===== config.mk =====
export PLATFORM = sky130hd
export DESIGN_NAME = spi_clk_div
export DESIGN_NICKNAME = d
export VERILOG_FILES = /design/src/rtl/spi_clk_div_pkg.sv /design/src/rtl/spi_cfg_decode.sv /design/src/rtl/spi_div_counter.sv /design/src/rtl/spi_sclk_gen.sv /design/src/rtl/spi_clk_div.sv
export SDC_FILE = /design/constraint.sdc
export NUM_CORES = 1
export LEC_CHECK = 0
export CAP_MARGIN = 10
export CORE_MARGIN = 2
export CORE_UTILIZATION = 40
export CTS_BUF_LIST = sky130_fd_sc_hd__clkbuf_2 sky130_fd_sc_hd__clkbuf_4 sky130_fd_sc_hd__clkbuf_8
export DETAILED_ROUTE_END_ITERATION = 8
export GPL_ROUTABILITY_DRIVEN = 0
export HOLD_SLACK_MARGIN = 0.08
export SETUP_SLACK_MARGIN = 0.05
export SLEW_MARGIN = 20
export SYNTH_ARGS = -nofsm -noshare
export SYNTH_HDL_FRONTEND = slang
export SYNTH_SLANG_ARGS = --single-unit

===== constraint.sdc =====
create_clock -name clk_i -period 3.68 [get_ports clk_i]
set_input_delay 0.368 -clock clk_i [delete_from_list [all_inputs] [get_ports clk_i]]
set_output_delay 0.368 -clock clk_i [all_outputs]
set_load 0.01 [all_outputs]

===== src/rtl/spi_clk_div_pkg.sv =====
package spi_clk_div_pkg;
  typedef enum logic {
    MODE_POW2 = 1'b0,
    MODE_EVEN = 1'b1
  } div_mode_e;
endpackage


===== src/rtl/spi_cfg_decode.sv =====
module spi_cfg_decode
  import spi_clk_div_pkg::*;
#(
  parameter int EVEN_W = 8,
  parameter int POW_W  = 4,
  parameter int CFG_W  = EVEN_W + POW_W + 1,
  parameter int CNT_W  = 15
) (
  input  logic [CFG_W-1:0] cfg_i,
  output logic [CNT_W-1:0] half_o
);
  localparam int SEL_BIT = EVEN_W + POW_W;

  logic [EVEN_W-1:0] even_n;
  logic [POW_W-1:0]  pow_n;
  div_mode_e         mode;
  logic [CNT_W-1:0]  one;

  assign even_n = cfg_i[EVEN_W-1:0];
  assign pow_n  = cfg_i[SEL_BIT-1:EVEN_W];
  assign mode   = div_mode_e'(cfg_i[SEL_BIT]);
  assign one    = CNT_W'(1);

  always_comb begin
    if (mode == MODE_EVEN) begin
      half_o = CNT_W'(even_n) + one;
    end else if (pow_n == '0) begin
      // exponent 0: clamp to divide by 2
      half_o = one;
    end else begin
      half_o = one << (pow_n - POW_W'(1));
    end
  end
endmodule


===== src/rtl/spi_div_counter.sv =====
module spi_div_counter #(
  parameter int CNT_W = 15
) (
  input  logic             clk_i,
  input  logic             rst_ni,
  input  logic             run_i,
  input  logic [CNT_W-1:0] half_next_i,
  output logic             wrap_o,
  output logic             tick_o
);
  logic [CNT_W-1:0] half_q;
  logic [CNT_W-1:0] cnt_q;

  assign wrap_o = run_i && (cnt_q == half_q - CNT_W'(1));

  always_ff @(posedge clk_i or negedge rst_ni) begin
    if (!rst_ni) begin
      half_q <= CNT_W'(1);
      cnt_q  <= '0;
      tick_o <= 1'b0;
    end else if (!run_i) begin
      half_q <= half_next_i;
      cnt_q  <= '0;
      tick_o <= 1'b0;
    end else begin
      tick_o <= wrap_o;
      cnt_q  <= wrap_o ? '0 : cnt_q + CNT_W'(1);
    end
  end

  p_cnt_bound_r10: assert property (@(posedge clk_i) disable iff (!rst_ni)
    run_i |-> cnt_q < half_q);

  p_cfg_hold_r9: assert property (@(posedge clk_i) disable iff (!rst_ni)
    $past(run_i) && run_i |-> $stable(half_q));

  p_restart_r8: assert property (@(posedge clk_i) disable iff (!rst_ni)
    $rose(run_i) |-> cnt_q == '0);
endmodule


===== src/rtl/spi_sclk_gen.sv =====
module spi_sclk_gen (
  input  logic clk_i,
  input  logic rst_ni,
  input  logic run_i,
  input  logic wrap_i,
  output logic sclk_o
);
  always_ff @(posedge clk_i or negedge rst_ni) begin
    if (!rst_ni)      sclk_o <= 1'b0;
    else if (!run_i)  sclk_o <= 1'b0;
    else if (wrap_i)  sclk_o <= ~sclk_o;
  end
endmodule


===== src/rtl/spi_clk_div.sv =====
module spi_clk_div #(
  parameter int EVEN_W = 8,
  parameter int POW_W  = 4
) (
  input  logic                      clk_i,
  input  logic                      rst_ni,
  input  logic [EVEN_W+POW_W:0]     cfg_i,
  input  logic                      run_i,
  output logic                      tick_o,
  output logic                      sclk_o
);
  localparam int CFG_W    = EVEN_W + POW_W + 1;
  localparam int POW_MAXW = (1 << POW_W) - 1;
  localparam int CNT_W    = (POW_MAXW > EVEN_W + 1) ? POW_MAXW : EVEN_W + 1;

  logic [CNT_W-1:0] half_next;
  logic             wrap;

  spi_cfg_decode #(
    .EVEN_W(EVEN_W), .POW_W(POW_W), .CFG_W(CFG_W), .CNT_W(CNT_W)
  ) u_dec (
    .cfg_i (cfg_i),
    .half_o(half_next)
  );

  spi_div_counter #(.CNT_W(CNT_W)) u_cnt (
    .clk_i      (clk_i),
    .rst_ni     (rst_ni),
    .run_i      (run_i),
    .half_next_i(half_next),
    .wrap_o     (wrap),
    .tick_o     (tick_o)
  );

  spi_sclk_gen u_sclk (
    .clk_i (clk_i),
    .rst_ni(rst_ni),
    .run_i (run_i),
    .wrap_i(wrap),
    .sclk_o(sclk_o)
  );

  p_idle_quiet_r2: assert property (@(posedge clk_i) disable iff (!rst_ni)
    !run_i |=> !tick_o && !sclk_o);

  p_edge_tick_r7: assert property (@(posedge clk_i) disable iff (!rst_ni)
    $past(run_i) |-> (tick_o == (sclk_o != $past(sclk_o))));
endmodule


After elaboration in Yosys (flattened, before gate mapping)
Index checks and enable logic that the tools add are counted.
{"block": "totals", "regBits": 32, "output_inout_bits": 2}
{"block": "op_classes", "n_addsub": 4, "eq_ne": 2, "shift": 1, "n_mux": 7, "n_bitwise": 1, "n_reduce_logical": 2}
{"op": "two-way mux 15 bit", "count": 4}
{"op": "adder 15 x 1 -> 15 bit, second input constant", "count": 1}
{"op": "== test 15 bit", "count": 1}
{"op": "<< shifter 1 x 4 -> 15 bit, first input constant", "count": 1}
{"op": "subtractor 15 x 1 -> 15 bit, second input constant", "count": 1}
{"op": "adder 8 x 1 -> 9 bit, second input constant", "count": 1}
{"op": "logical NOT 4 bit", "count": 1}
{"op": "subtractor 4 x 1 -> 4 bit, second input constant", "count": 1}
{"op": "two-way mux 1 bit", "count": 3}
{"op": "!= test 2 x 1 -> 1 bit, second input constant", "count": 1}
{"op": "logical AND 1 bit", "count": 1}
{"op": "NOT 1 bit", "count": 1}

Longest topological paths before layout
Gate-level depths: netlist of the first run.
{"block": "logic_depth", "ltp_word": 5, "ltp_mapped": 11, "ltp_nobuf": 9}

Hierarchy
Synthesis of the first run repeated with hierarchy kept, for this count alone.
{"block": "hier_totals", "cells_unflattened": 238, "hier_area_um2": 2190.9}
{"mod": "spi_div_counter", "n_inst": 1, "cells_each": 188, "area_each_um2": 1845.5, "seq_area_each_um2": 777.0}
{"mod": "spi_cfg_decode", "n_inst": 1, "cells_each": 47, "area_each_um2": 305.3, "seq_area_each_um2": 0.0}
{"mod": "spi_sclk_gen", "n_inst": 1, "cells_each": 3, "area_each_um2": 40.0, "seq_area_each_um2": 25.0}

Least setup slack after synthesis of the first run
Ideal clock, no wire load.
{"block": "synth_timing", "path_type": "register to register", "startpoint": "reg u_cnt.half_q[3]", "endpoint": "reg u_cnt.cnt_q[11]", "setup_time_ns": 0.119, "arrival_ns": 2.512, "t_required_ns": 3.561, "setup_slack_ns": 1.049, "stages_incl_launch_ff": 9, "path_buffers": 1, "period_less_slack_ns": 2.631, "cell_sequence": "dfrtp_1 > nor4_4 > nand4_2 > or3b_1 > a211o_1 > a311o_1 > o21ai_2 > buf_4 > nor2_1"}
{"block": "synth_via", "elab_chain_cells": 5}
{"element": "start: declaration", "line_no": "spi_div_counter.sv:11", "text": "logic [CNT_W-1:0] half_q;"}
{"element": "start signal: assignment", "line_no": "spi_div_counter.sv:22", "text": "half_q <= half_next_i;"}
{"element": "subtractor 15 x 1 -> 15 bit", "line_no": "spi_div_counter.sv:14", "text": "assign wrap_o = run_i && (cnt_q == half_q - CNT_W'(1));"}
{"element": "== test 15 bit", "line_no": "spi_div_counter.sv:14"}
{"element": "logical AND 1 bit", "line_no": "spi_div_counter.sv:14"}
{"element": "two-way mux 15 bit", "line_no": "spi_div_counter.sv:27", "text": "cnt_q <= wrap_o ? '0 : cnt_q + CNT_W'(1);"}
{"element": "two-way mux 15 bit", "line_no": "spi_div_counter.sv:21", "text": "end else if (!run_i) begin"}
{"element": "end signal: assignment", "line_no": "spi_div_counter.sv:27"}
{"element": "end: declaration", "line_no": "spi_div_counter.sv:12", "text": "logic [CNT_W-1:0] cnt_q;"}
Every way passes these cells.
A chain may end at the register's enable or synchronous reset.

Worst setup path in the final report of the first run
{"block": "layout_timing", "startpoint": "reg u_cnt.half_q[3]", "endpoint": "reg u_cnt.cnt_q[4]"}
Same word-level chain as after synthesis.

==> results.sh, run 1 <==
export IMPL_drt_pre_antenna_iters=4
export IMPL_global_route_overflow_total=0
export IMPL_synth_top_cell_by_area="sky130_fd_sc_hd__dfrtp_1"
export IMPL_syn_nets=255
export IMPL_synth_edf_count=0
export IMPL_post_layout_nonfiller_instances=324
export IMPL_path_delay_family="compound AO/OA/AOI/OAI gates"
export IMPL_fin_worst_hold_slack_ps=487
export IMPL_final_skew_ps=3.86
export IMPL_cts_inserted_buffers=5
export IMPL_antenna_left=0
export IMPL_path_max_fanout=15
export IMPL_io_pin_count=18
export IMPL_holdBufCountCts=0
export IMPL_grt_max_degree=33
export IMPL_peakVddDrop_mv=0.110
export IMPL_final_std_cell_area_no_fill_sq_um=2410
export IMPL_critical_path_buf_inv_count=0
export IMPL_n_antenna_cell=0
export IMPL_net_count_final=273
export IMPL_worst_ep_arrival_time_ps=3190
export IMPL_floorplan_initialDensity=0.411
export IMPL_cp_data_required_time_ps=3830
export IMPL_die_x_um=76.2
export IMPL_total_leakage_power_nw=0.965
export IMPL_synth_common_cells="sky130_fd_sc_hd__dfrtp_1, sky130_fd_sc_hd__nor2_1, sky130_fd_sc_hd__xnor2_1, sky130_fd_sc_hd__nand2_1"
export IMPL_antenna_found_initial=0
export IMPL_filler_cell_count=515
export IMPL_postSynthAreaPerCell_sq_um=8.84
export IMPL_clock_tree_root_cell="sky130_fd_sc_hd__clkbuf_8"
export IMPL_clkTransAtPathRegs_ps=60
export IMPL_multi_input_comb_area_sq_um=1190
export IMPL_numPortBuffers=17
export IMPL_syn_inst=236
export IMPL_first_pass_grt_wire_length_mm=7.81
export IMPL_yosysMostFrequentCell="sky130_fd_sc_hd__dfrtp_1"
export IMPL_rr_endpoint="u_cnt.cnt_q[4]"
export IMPL_ys_top_cells_by_area="sky130_fd_sc_hd__dfrtp_1, sky130_fd_sc_hd__xnor2_1, sky130_fd_sc_hd__nor2_1, sky130_fd_sc_hd__xor2_1, sky130_fd_sc_hd__nand3_1"
export IMPL_clock_tree_htree_level_count=2
export IMPL_floorplan_die_area_sq_um=5810
export IMPL_insertion_delay_ps=290
export IMPL_worst_tran_pin_value_ps=821
export IMPL_hpwl_dp_mm=3.51
export IMPL_placementRows=26
export IMPL_yosys_register_bits=32
export IMPL_grt_setup_unrepaired="false"
export IMPL_placed_cells=317
export IMPL_ctsResizeCount=0
export IMPL_finalWorstPathRequiredPeriod_ps=3040
export IMPL_synth_top_cell_area_share=0.372
export IMPL_area_growth_syn_to_layout_pct=15.4
export IMPL_tritoncts_num_sinks=32
export IMPL_routed_wl_mm=4.55
export IMPL_max_slew_margin_rel=0.451
export IMPL_area_sequential_sq_um=802
export IMPL_detailroute_via_count=1694
export IMPL_ys_warnings_count=0
export IMPL_maxCapViolations=0
export IMPL_hold_viol_final=0
export IMPL_pre_cts_ws_ps=592
export IMPL_synth_area_sq_um=2090
export IMPL_worstReg2RegStart="u_cnt.half_q[3]"
export IMPL_cp_slowest_stage_delay_ps=510
export IMPL_setup_worst_path_start_class="register"
export IMPL_yosys_most_used_dff="sky130_fd_sc_hd__dfrtp_1"
export IMPL_cts_tree="done"
export IMPL_worst_hold_path_type="in -> async"
export IMPL_netlist_cell_type_count=50
export IMPL_ctsLongestPathBuffers=2
export IMPL_vias_per_cell=5.23
export IMPL_track_usage=0.168
export IMPL_slew_violations=0
export IMPL_postCtsSetupBuffers=0
export IMPL_synth_seq_area_share=0.385
export IMPL_grt_pass1_vias=1660
export IMPL_detailed_place_area_sq_um=2310
export IMPL_crit_path_end_kind="register"
export IMPL_ff2ff_path_depth=7
export IMPL_drt_iter0_markers=83
export IMPL_reg2reg_slack_ps=640
export IMPL_timing_final_ws_setup_ps=636
export IMPL_fin_crit_sh=0.827
export IMPL_cellPowerDensity_nw_per_um2=348
export IMPL_postSynth_asyncResetShare=1.00
export IMPL_wire_per_inst_um=14.0
export IMPL_max_clock_freq_mhz=329
export IMPL_dieHeight_um=76.2
export IMPL_worst_path_max_delay_cell="sky130_fd_sc_hd__o21ai_2"
export IMPL_detail_route_drc_violations=0
export IMPL_status="completed"
export IMPL_totalNegativeSetupSlack_ps=0
export IMPL_final_setup_viol_count=0
export IMPL_setup_worst_path_class="reg -> reg"
export IMPL_critical_path_cell_chain="nor4_4 -> nand4_2 -> or3b_1 -> a211o_1 -> a311o_1 -> o21ai_2 -> nor2_1"
export IMPL_final_layout_size_suffix_gt1_frac=0.0669
export IMPL_floorplan_core_area_sq_um=5070
-- flip-flops by register name (all words and copies together) (netlist names) --
name           flops
u_cnt.half_q      15
u_cnt.cnt_q       15
u_sclk.sclk_o      1
u_cnt.tick_o       1
-- cells in the final DEF (no fill, tap or decap), types with 2 or more instances in the layout --
master	Yosys	layout
sky130_fd_sc_hd__clkdlybuf4s50_1	0	17
sky130_fd_sc_hd__nor2_1	30	30
sky130_fd_sc_hd__clkbuf_8	0	7
sky130_fd_sc_hd__a22o_1	4	4
sky130_fd_sc_hd__xnor2_1	23	23
sky130_fd_sc_hd__a32o_1	3	3
sky130_fd_sc_hd__and3_1	4	4
sky130_fd_sc_hd__nor2b_1	3	3
sky130_fd_sc_hd__nand4_1	5	5
sky130_fd_sc_hd__nand2_1	15	15
sky130_fd_sc_hd__o21ai_0	10	10
sky130_fd_sc_hd__inv_1	14	14
sky130_fd_sc_hd__a211oi_1	2	2
sky130_fd_sc_hd__nand3_1	14	14
sky130_fd_sc_hd__xor2_1	12	12
sky130_fd_sc_hd__nand3b_1	2	2
sky130_fd_sc_hd__and4_1	2	2
sky130_fd_sc_hd__ha_1	3	3
sky130_fd_sc_hd__or3_1	3	3
sky130_fd_sc_hd__nor3_1	11	11
sky130_fd_sc_hd__or4_1	3	3
sky130_fd_sc_hd__a32oi_1	2	2
sky130_fd_sc_hd__a31oi_1	4	4
sky130_fd_sc_hd__dfrtp_1	31	31
sky130_fd_sc_hd__a21oi_1	6	6
-- stage by stage --
stage | util | total power [mW]
6_report | 0.474 | 0.838
5_1_grt | 0.474 | 0.881
3_3_place_gp | 0.455 | 0.551
3_5_place_dp | 0.455 | 0.551
2_1_floorplan | - | 0.495
4_1_cts | 0.474 | 0.846
-- routing by layer --
layer / vias to the layer above / track usage / routed length, um
li1: 881 / - / -
met3: 12 / 0.0367 / 134
met4: 0 / 0.0855 / 150
met1: 770 / 0.215 / 2240
met5: - / 0 / 0
met2: 31 / 0.268 / 2030
-- report_power, final --
part / switching [mW] / internal (mW)
Sequential: 0.0264 / 0.367
Clock: 0.127 / 0.166
Combinational: 0.0828 / 0.0684
Total: 0.236 / 0.602
-- cell type report --
class,instances,share of cell area
clock buffers,7,0.0400
repair buffers,18,0.0738
flip-flops and latches,32,0.333
well taps,70,0.0364
inverters,14,0.0218
multi-input cells,183,0.495
-- worst max path at each step --
stage          depth (start not counted)               to             from
2_1_floorplan                          8  u_cnt.cnt_q[11]  u_cnt.half_q[3]
3_3_place_gp                           7  u_cnt.cnt_q[12]  u_cnt.half_q[3]
3_5_place_dp                           7   u_cnt.cnt_q[4]  u_cnt.half_q[3]
4_1_cts                                7   u_cnt.cnt_q[4]  u_cnt.half_q[3]
5_1_grt                                7  u_cnt.cnt_q[14]  u_cnt.half_q[3]
6_report                               7   u_cnt.cnt_q[4]  u_cnt.half_q[3]
-- kinds of logic after synthesis --
group | Yosys count | synth area share
XOR/XNOR | 35 | 0.147
buffers and inverters | 21 | 0.0450
multiplexers | 1 | 0.00540
AND/OR/NAND/NOR | 101 | 0.254
flip-flops | 32 | 0.385
adder cells (fa/ha/maj) | 3 | 0.0180
AO/OA/AOI/OAI | 43 | 0.146
(Power assumes the default switching activity.)
==> inputs of run 2 (changes only) <==
Clock period 3.68 ns to 2.9 ns, I/O delays scaled along.
==> results.sh, run 2 (synthesized netlist as in run 1, its figures left out) <==
export IMPL_clock_tree_htree_level_count=2
export IMPL_die_x_um=76.2
export IMPL_grt_setup_unrepaired="false"
export IMPL_clock_tree_root_cell="sky130_fd_sc_hd__clkbuf_8"
export IMPL_first_pass_grt_wire_length_mm=7.44
export IMPL_floorplan_core_area_sq_um=5070
export IMPL_hold_viol_final=0
export IMPL_placementRows=26
export IMPL_ctsResizeCount=0
export IMPL_floorplan_initialDensity=0.411
export IMPL_layout_commonest_cell="sky130_fd_sc_hd__dfrtp_1"
export IMPL_ctsLongestPathBuffers=2
export IMPL_net_count_final=281
export IMPL_detail_route_drc_violations=0
export IMPL_peakVddDrop_mv=0.207
export IMPL_detailroute_via_count=1736
export IMPL_max_slew_margin_rel=0.607
export IMPL_holdBufCountCts=0
export IMPL_tritoncts_num_sinks=32
export IMPL_numPortBuffers=17
export IMPL_postCtsSetupBuffers=0
export IMPL_wire_per_inst_um=13.5
export IMPL_status="completed"
export IMPL_crit_path_end_kind="register"
export IMPL_finalWorstPathRequiredPeriod_ps=2700
export IMPL_ff2ff_path_depth=7
export IMPL_vias_per_cell=5.21
export IMPL_cts_inserted_buffers=5
export IMPL_routed_wl_mm=4.49
export IMPL_grt_pass1_vias=1613
export IMPL_drt_pre_antenna_iters=4
export IMPL_fin_crit_sh=0.932
export IMPL_dieHeight_um=76.2
export IMPL_power_switching_fraction=0.263
export IMPL_worst_hold_path_type="in -> async"
export IMPL_insertion_delay_ps=280
export IMPL_reg2reg_slack_ps=200
export IMPL_max_clock_freq_mhz=370
export IMPL_track_usage=0.162
export IMPL_antenna_found_initial=0
export IMPL_sequentialPowerShare=0.421
export IMPL_power_internal_mw=0.870
export IMPL_netsw_mw=0.311
export IMPL_clock_power_share=0.402
export IMPL_maxCapViolations=0
export IMPL_cellPowerDensity_nw_per_um2=470
export IMPL_final_layout_size_suffix_gt1_frac=0.0989
export IMPL_antenna_left=0
export IMPL_worst_tran_pin_value_ps=582
export IMPL_area_growth_syn_to_layout_pct=20.3
export IMPL_slew_violations=0
export IMPL_fin_worst_hold_slack_ps=405
export IMPL_setup_worst_path_start_class="register"
export IMPL_multi_input_comb_area_sq_um=1190
export IMPL_clkTransAtPathRegs_ps=70
export IMPL_hpwl_dp_mm=3.47
export IMPL_setup_worst_path_class="reg -> reg"
export IMPL_placed_cells=325
export IMPL_io_pin_count=18
export IMPL_layout_top_registers="u_cnt.cnt_q (15), u_cnt.half_q (15)"
export IMPL_final_skew_ps=5.96
export IMPL_post_layout_nonfiller_instances=333
export IMPL_drt_iter0_markers=55
export IMPL_filler_cell_count=507
export IMPL_area_sequential_sq_um=802
export IMPL_global_route_overflow_total=0
export IMPL_final_setup_viol_count=0
export IMPL_path_max_fanout=7
export IMPL_total_leakage_power_nw=1.02
export IMPL_totalNegativeSetupSlack_ps=0
export IMPL_gate_power_share=0.177
export IMPL_cts_tree="done"
export IMPL_grt_max_degree=33
export IMPL_worstReg2RegStart="u_cnt.half_q[3]"
export IMPL_worst_ep_arrival_time_ps=2910
export IMPL_floorplan_die_area_sq_um=5810
export IMPL_cp_data_required_time_ps=3110
export IMPL_n_antenna_cell=0
export IMPL_rr_endpoint="u_sclk.sclk_o"
export IMPL_mostFrequentLayoutCells="sky130_fd_sc_hd__dfrtp_1, sky130_fd_sc_hd__nor2_1, sky130_fd_sc_hd__xnor2_1, sky130_fd_sc_hd__clkdlybuf4s50_1, sky130_fd_sc_hd__nand2_1"
## run 2: cell types whose count changed in the layout (fill, tap and decap cells not counted), sizes merged
| cell | previous run | this run |
|---|---|---|
| bufinv | 0 | 1 |
| buf | 1 | 9 |
## run 2: layout make-up
cell class | instances | share of cell area
repair buffers | 26 | 0.0998
well taps | 70 | 0.0349
clock inverters | 1 | 0.0120
inverters | 14 | 0.0209
multi-input cells | 183 | 0.474
flip-flops and latches | 32 | 0.320
clock buffers | 7 | 0.0384
## run 2: critical path, cell delays in order (launching register included)
cell	delay, ps
sky130_fd_sc_hd__dfrtp_1	470
sky130_fd_sc_hd__or4_1	590
sky130_fd_sc_hd__or4_1	520
sky130_fd_sc_hd__a22o_1	210
sky130_fd_sc_hd__a22oi_1	180
sky130_fd_sc_hd__nand4_1	180
sky130_fd_sc_hd__or3_1	340
sky130_fd_sc_hd__a21oi_1	150
## run 2: worst max-delay path by stage
| stage | startpoint | end | slack, ps | depth (start not counted) |
|---|---|---|---|---|
| 3_3_place_gp | u_cnt.half_q[3] | u_sclk.sclk_o | 270 | 7 |
| 4_1_cts | u_cnt.half_q[3] | u_sclk.sclk_o | 200 | 7 |
| 2_1_floorplan | u_cnt.half_q[3] | u_cnt.cnt_q[13] | 270 | 8 |
| 3_5_place_dp | u_cnt.half_q[3] | u_sclk.sclk_o | 210 | 7 |
| 6_report | u_cnt.half_q[3] | u_sclk.sclk_o | 200 | 7 |
| 5_1_grt | u_cnt.half_q[3] | u_sclk.sclk_o | 80 | 7 |
## run 2: through the flow
step                      area, sq um  power [mW]   util  setup slack (ps)
after floorplan                  2090       0.629      -               269
after global placement           2380       0.714  0.469               273
after detailed placement         2380       0.716  0.469               213
after CTS                        2510        1.19  0.494               197
after global routing             2510        1.24  0.494              77.4
final                            2510        1.18  0.494               199
## run 2: metal layers
| layer | vias to the layer above | global-route usage | wire length (um) |
|---|---|---|---|
| met3 | 6 | 0.0332 | 177 |
| met4 | 0 | 0.0782 | 109 |
| met1 | 801 | 0.206 | 2170 |
| li1 | 895 | - | - |
| met5 | - | 0 | 0 |
| met2 | 34 | 0.263 | 2040 |
## run 2: power by group through the flow
stage / Clock (mW) / Combinational [mW] / Sequential [mW]
3_5_place_dp: 0 / 0.211 / 0.505
3_3_place_gp: 0 / 0.210 / 0.504
2_1_floorplan: 0 / 0.134 / 0.495
5_1_grt: 0.506 / 0.234 / 0.500
4_1_cts: 0.483 / 0.212 / 0.497
6_report: 0.475 / 0.209 / 0.497
==> inputs of run 3 (changes only) <==
Settings changed: CORE_UTILIZATION 40 to 60, PLACE_DENSITY set to 0.82.
==> results.sh, run 3 (synthesized netlist as in run 1, its figures left out) <==
export IMPL_grt_pass1_vias=1784
export IMPL_antenna_found_initial=0
export IMPL_fin_worst_hold_slack_ps=333
export IMPL_n_antenna_cell=0
export IMPL_sequentialPowerShare=0.499
export IMPL_vias_per_cell=5.95
export IMPL_clock_power_share=0.289
export IMPL_reg2reg_slack_ps=130
export IMPL_peakVddDrop_mv=0.215
export IMPL_holdBufCountCts=0
export IMPL_setup_worst_path_start_class="register"
export IMPL_max_slew_margin_rel=0.654
export IMPL_total_leakage_power_nw=0.997
export IMPL_power_switching_fraction=0.292
export IMPL_ff2ff_path_depth=7
export IMPL_routed_wl_mm=4.34
export IMPL_clock_tree_htree_level_count=2
export IMPL_grt_setup_unrepaired="false"
export IMPL_mostFrequentLayoutCells="sky130_fd_sc_hd__nor2_1, sky130_fd_sc_hd__dfrtp_1, sky130_fd_sc_hd__xnor2_1, sky130_fd_sc_hd__clkdlybuf4s50_1, sky130_fd_sc_hd__nand2_1"
export IMPL_worst_path_max_delay_cell="sky130_fd_sc_hd__or4_1"
export IMPL_track_usage=0.253
export IMPL_clkTransAtPathRegs_ps=100
export IMPL_first_pass_grt_wire_length_mm=7.82
export IMPL_worst_hold_path_type="in -> async"
export IMPL_timing_final_ws_setup_ps=132
export IMPL_crit_path_end_kind="register"
export IMPL_cp_data_required_time_ps=3170
export IMPL_post_layout_nonfiller_instances=308
export IMPL_tritoncts_num_sinks=32
export IMPL_hold_viol_final=0
export IMPL_numPortBuffers=17
export IMPL_wire_per_inst_um=14.1
export IMPL_status="completed"
export IMPL_drt_pre_antenna_iters=4
export IMPL_placed_cells=300
export IMPL_placementRows=21
export IMPL_grt_max_degree=33
export IMPL_path_max_fanout=7
export IMPL_final_layout_size_suffix_gt1_frac=0.103
export IMPL_setup_worst_path_class="reg -> reg"
export IMPL_antenna_left=0
export IMPL_global_route_overflow_total=0
export IMPL_insertion_delay_ps=340
export IMPL_rr_endpoint="u_sclk.sclk_o"
export IMPL_hpwl_dp_mm=3.27
export IMPL_slew_violations=0
export IMPL_detailroute_via_count=1832
export IMPL_pre_cts_ws_ps=182
export IMPL_cts_inserted_buffers=5
export IMPL_totalNegativeSetupSlack_ps=0
export IMPL_maxCapViolations=0
export IMPL_filler_cell_count=275
export IMPL_path_common_cell="sky130_fd_sc_hd__or4_1"
export IMPL_layout_top_registers="u_cnt.cnt_q (15), u_cnt.half_q (15)"
export IMPL_worst_tran_pin_value_ps=518
export IMPL_clock_tree_root_cell="sky130_fd_sc_hd__clkbuf_4"
export IMPL_cellPowerDensity_nw_per_um2=410
export IMPL_drt_iter0_markers=128
export IMPL_max_clock_freq_mhz=361
export IMPL_worst_ep_arrival_time_ps=3040
export IMPL_critical_path_cell_chain="or4_1 -> or4_1 -> a22o_1 -> a22oi_1 -> nand4_1 -> or3_1 -> a21oi_1"
export IMPL_io_pin_count=18
export IMPL_dieHeight_um=63.0
export IMPL_fin_crit_sh=0.954
export IMPL_floorplan_initialDensity=0.625
export IMPL_power_internal_mw=0.705
export IMPL_cts_tree="done"
export IMPL_final_setup_viol_count=0
export IMPL_gate_power_share=0.212
export IMPL_netsw_mw=0.290
export IMPL_final_skew_ps=7.46
export IMPL_area_growth_syn_to_layout_pct=16.3
export IMPL_ctsLongestPathBuffers=2
export IMPL_floorplan_core_area_sq_um=3340
export IMPL_finalWorstPathRequiredPeriod_ps=2770
export IMPL_worstReg2RegStart="u_cnt.half_q[3]"
export IMPL_floorplan_die_area_sq_um=3960
export IMPL_cp_slowest_stage_delay_ps=590
export IMPL_net_count_final=281
export IMPL_die_x_um=63.0
export IMPL_detail_route_drc_violations=0
==> run 3: changes by cell type in the layout (fill, tap and decap cells not counted) <==
cell | previous run | this run
sky130_fd_sc_hd__clkbuf_4 | 0 | 5
sky130_fd_sc_hd__clkbuf_8 | 7 | 2
sky130_fd_sc_hd__bufinv_16 | 1 | 0
sky130_fd_sc_hd__dfrtp_1 | 31 | 30
sky130_fd_sc_hd__dfrtp_2 | 0 | 1
sky130_fd_sc_hd__nor4b_1 | 1 | 0
sky130_fd_sc_hd__nor4b_2 | 0 | 1
==> run 3: final cells by class <==
type,count,area (sq um),area share
Sequential cell,32,803,0.331
Timing Repair Buffer,26,250,0.103
Inverter,14,52.6,0.0217
Clock buffer,7,65.1,0.0268
Tap cell,46,57.6,0.0237
Multi-Input combinational cell,183,1200,0.493
==> run 3: repair_timing <==
| item | CTS | global route |
|---|---|---|
| endpoints found under the setup margin | 0 | 1 |
| resized for setup | 0 | 2 |
| buffers inserted | 0 | 1 |
| hold endpoints to repair | 0 | 0 |
==> run 3: routing by layer <==
metal	wire length, um	vias to the layer above	global-route usage
met4	97	0	0.0917
met1	1890	864	0.308
met5	0	-	0
li1	-	899	-
met3	179	13	0.0486
met2	2180	56	0.441
==> run 3: worst max path at each step <==
stage	start	end	slack (ps)	depth (start not counted)
final	u_cnt.half_q[3]	u_sclk.sclk_o	130	7
after global routing	u_cnt.half_q[3]	u_sclk.sclk_o	50	7
after CTS	u_cnt.half_q[3]	u_sclk.sclk_o	140	7
after detailed placement	u_cnt.half_q[3]	u_sclk.sclk_o	180	7
after global placement	u_cnt.half_q[3]	u_sclk.sclk_o	250	7
after floorplan	u_cnt.half_q[3]	u_cnt.cnt_q[13]	270	8
==> run 3: power groups by stage <==
stage | Combinational, mW | Sequential [mW] | Clock [mW]
floorplan | 0.134 | 0.495 | 0
global placement | 0.205 | 0.503 | 0
detailed placement | 0.208 | 0.504 | 0
CTS | 0.210 | 0.495 | 0.291
global route | 0.239 | 0.501 | 0.305
finish | 0.211 | 0.496 | 0.287
==> run 3: critical path, delay by kind of cell, from the launching register on <==
kind | cells | cell delay [ps]
flip-flops | 1 | 470
AND/OR/NAND/NOR | 4 | 1700
AO/OA/AOI/OAI | 3 | 540
==> run 3: metrics by stage <==
stage	util	area (sq um)	total power, mW
after detailed placement	0.703	2340	0.711
after global placement	0.703	2340	0.708
final	0.727	2420	0.995
after global routing	0.727	2420	1.04
after CTS	0.722	2410	0.995
after floorplan	-	2090	0.629
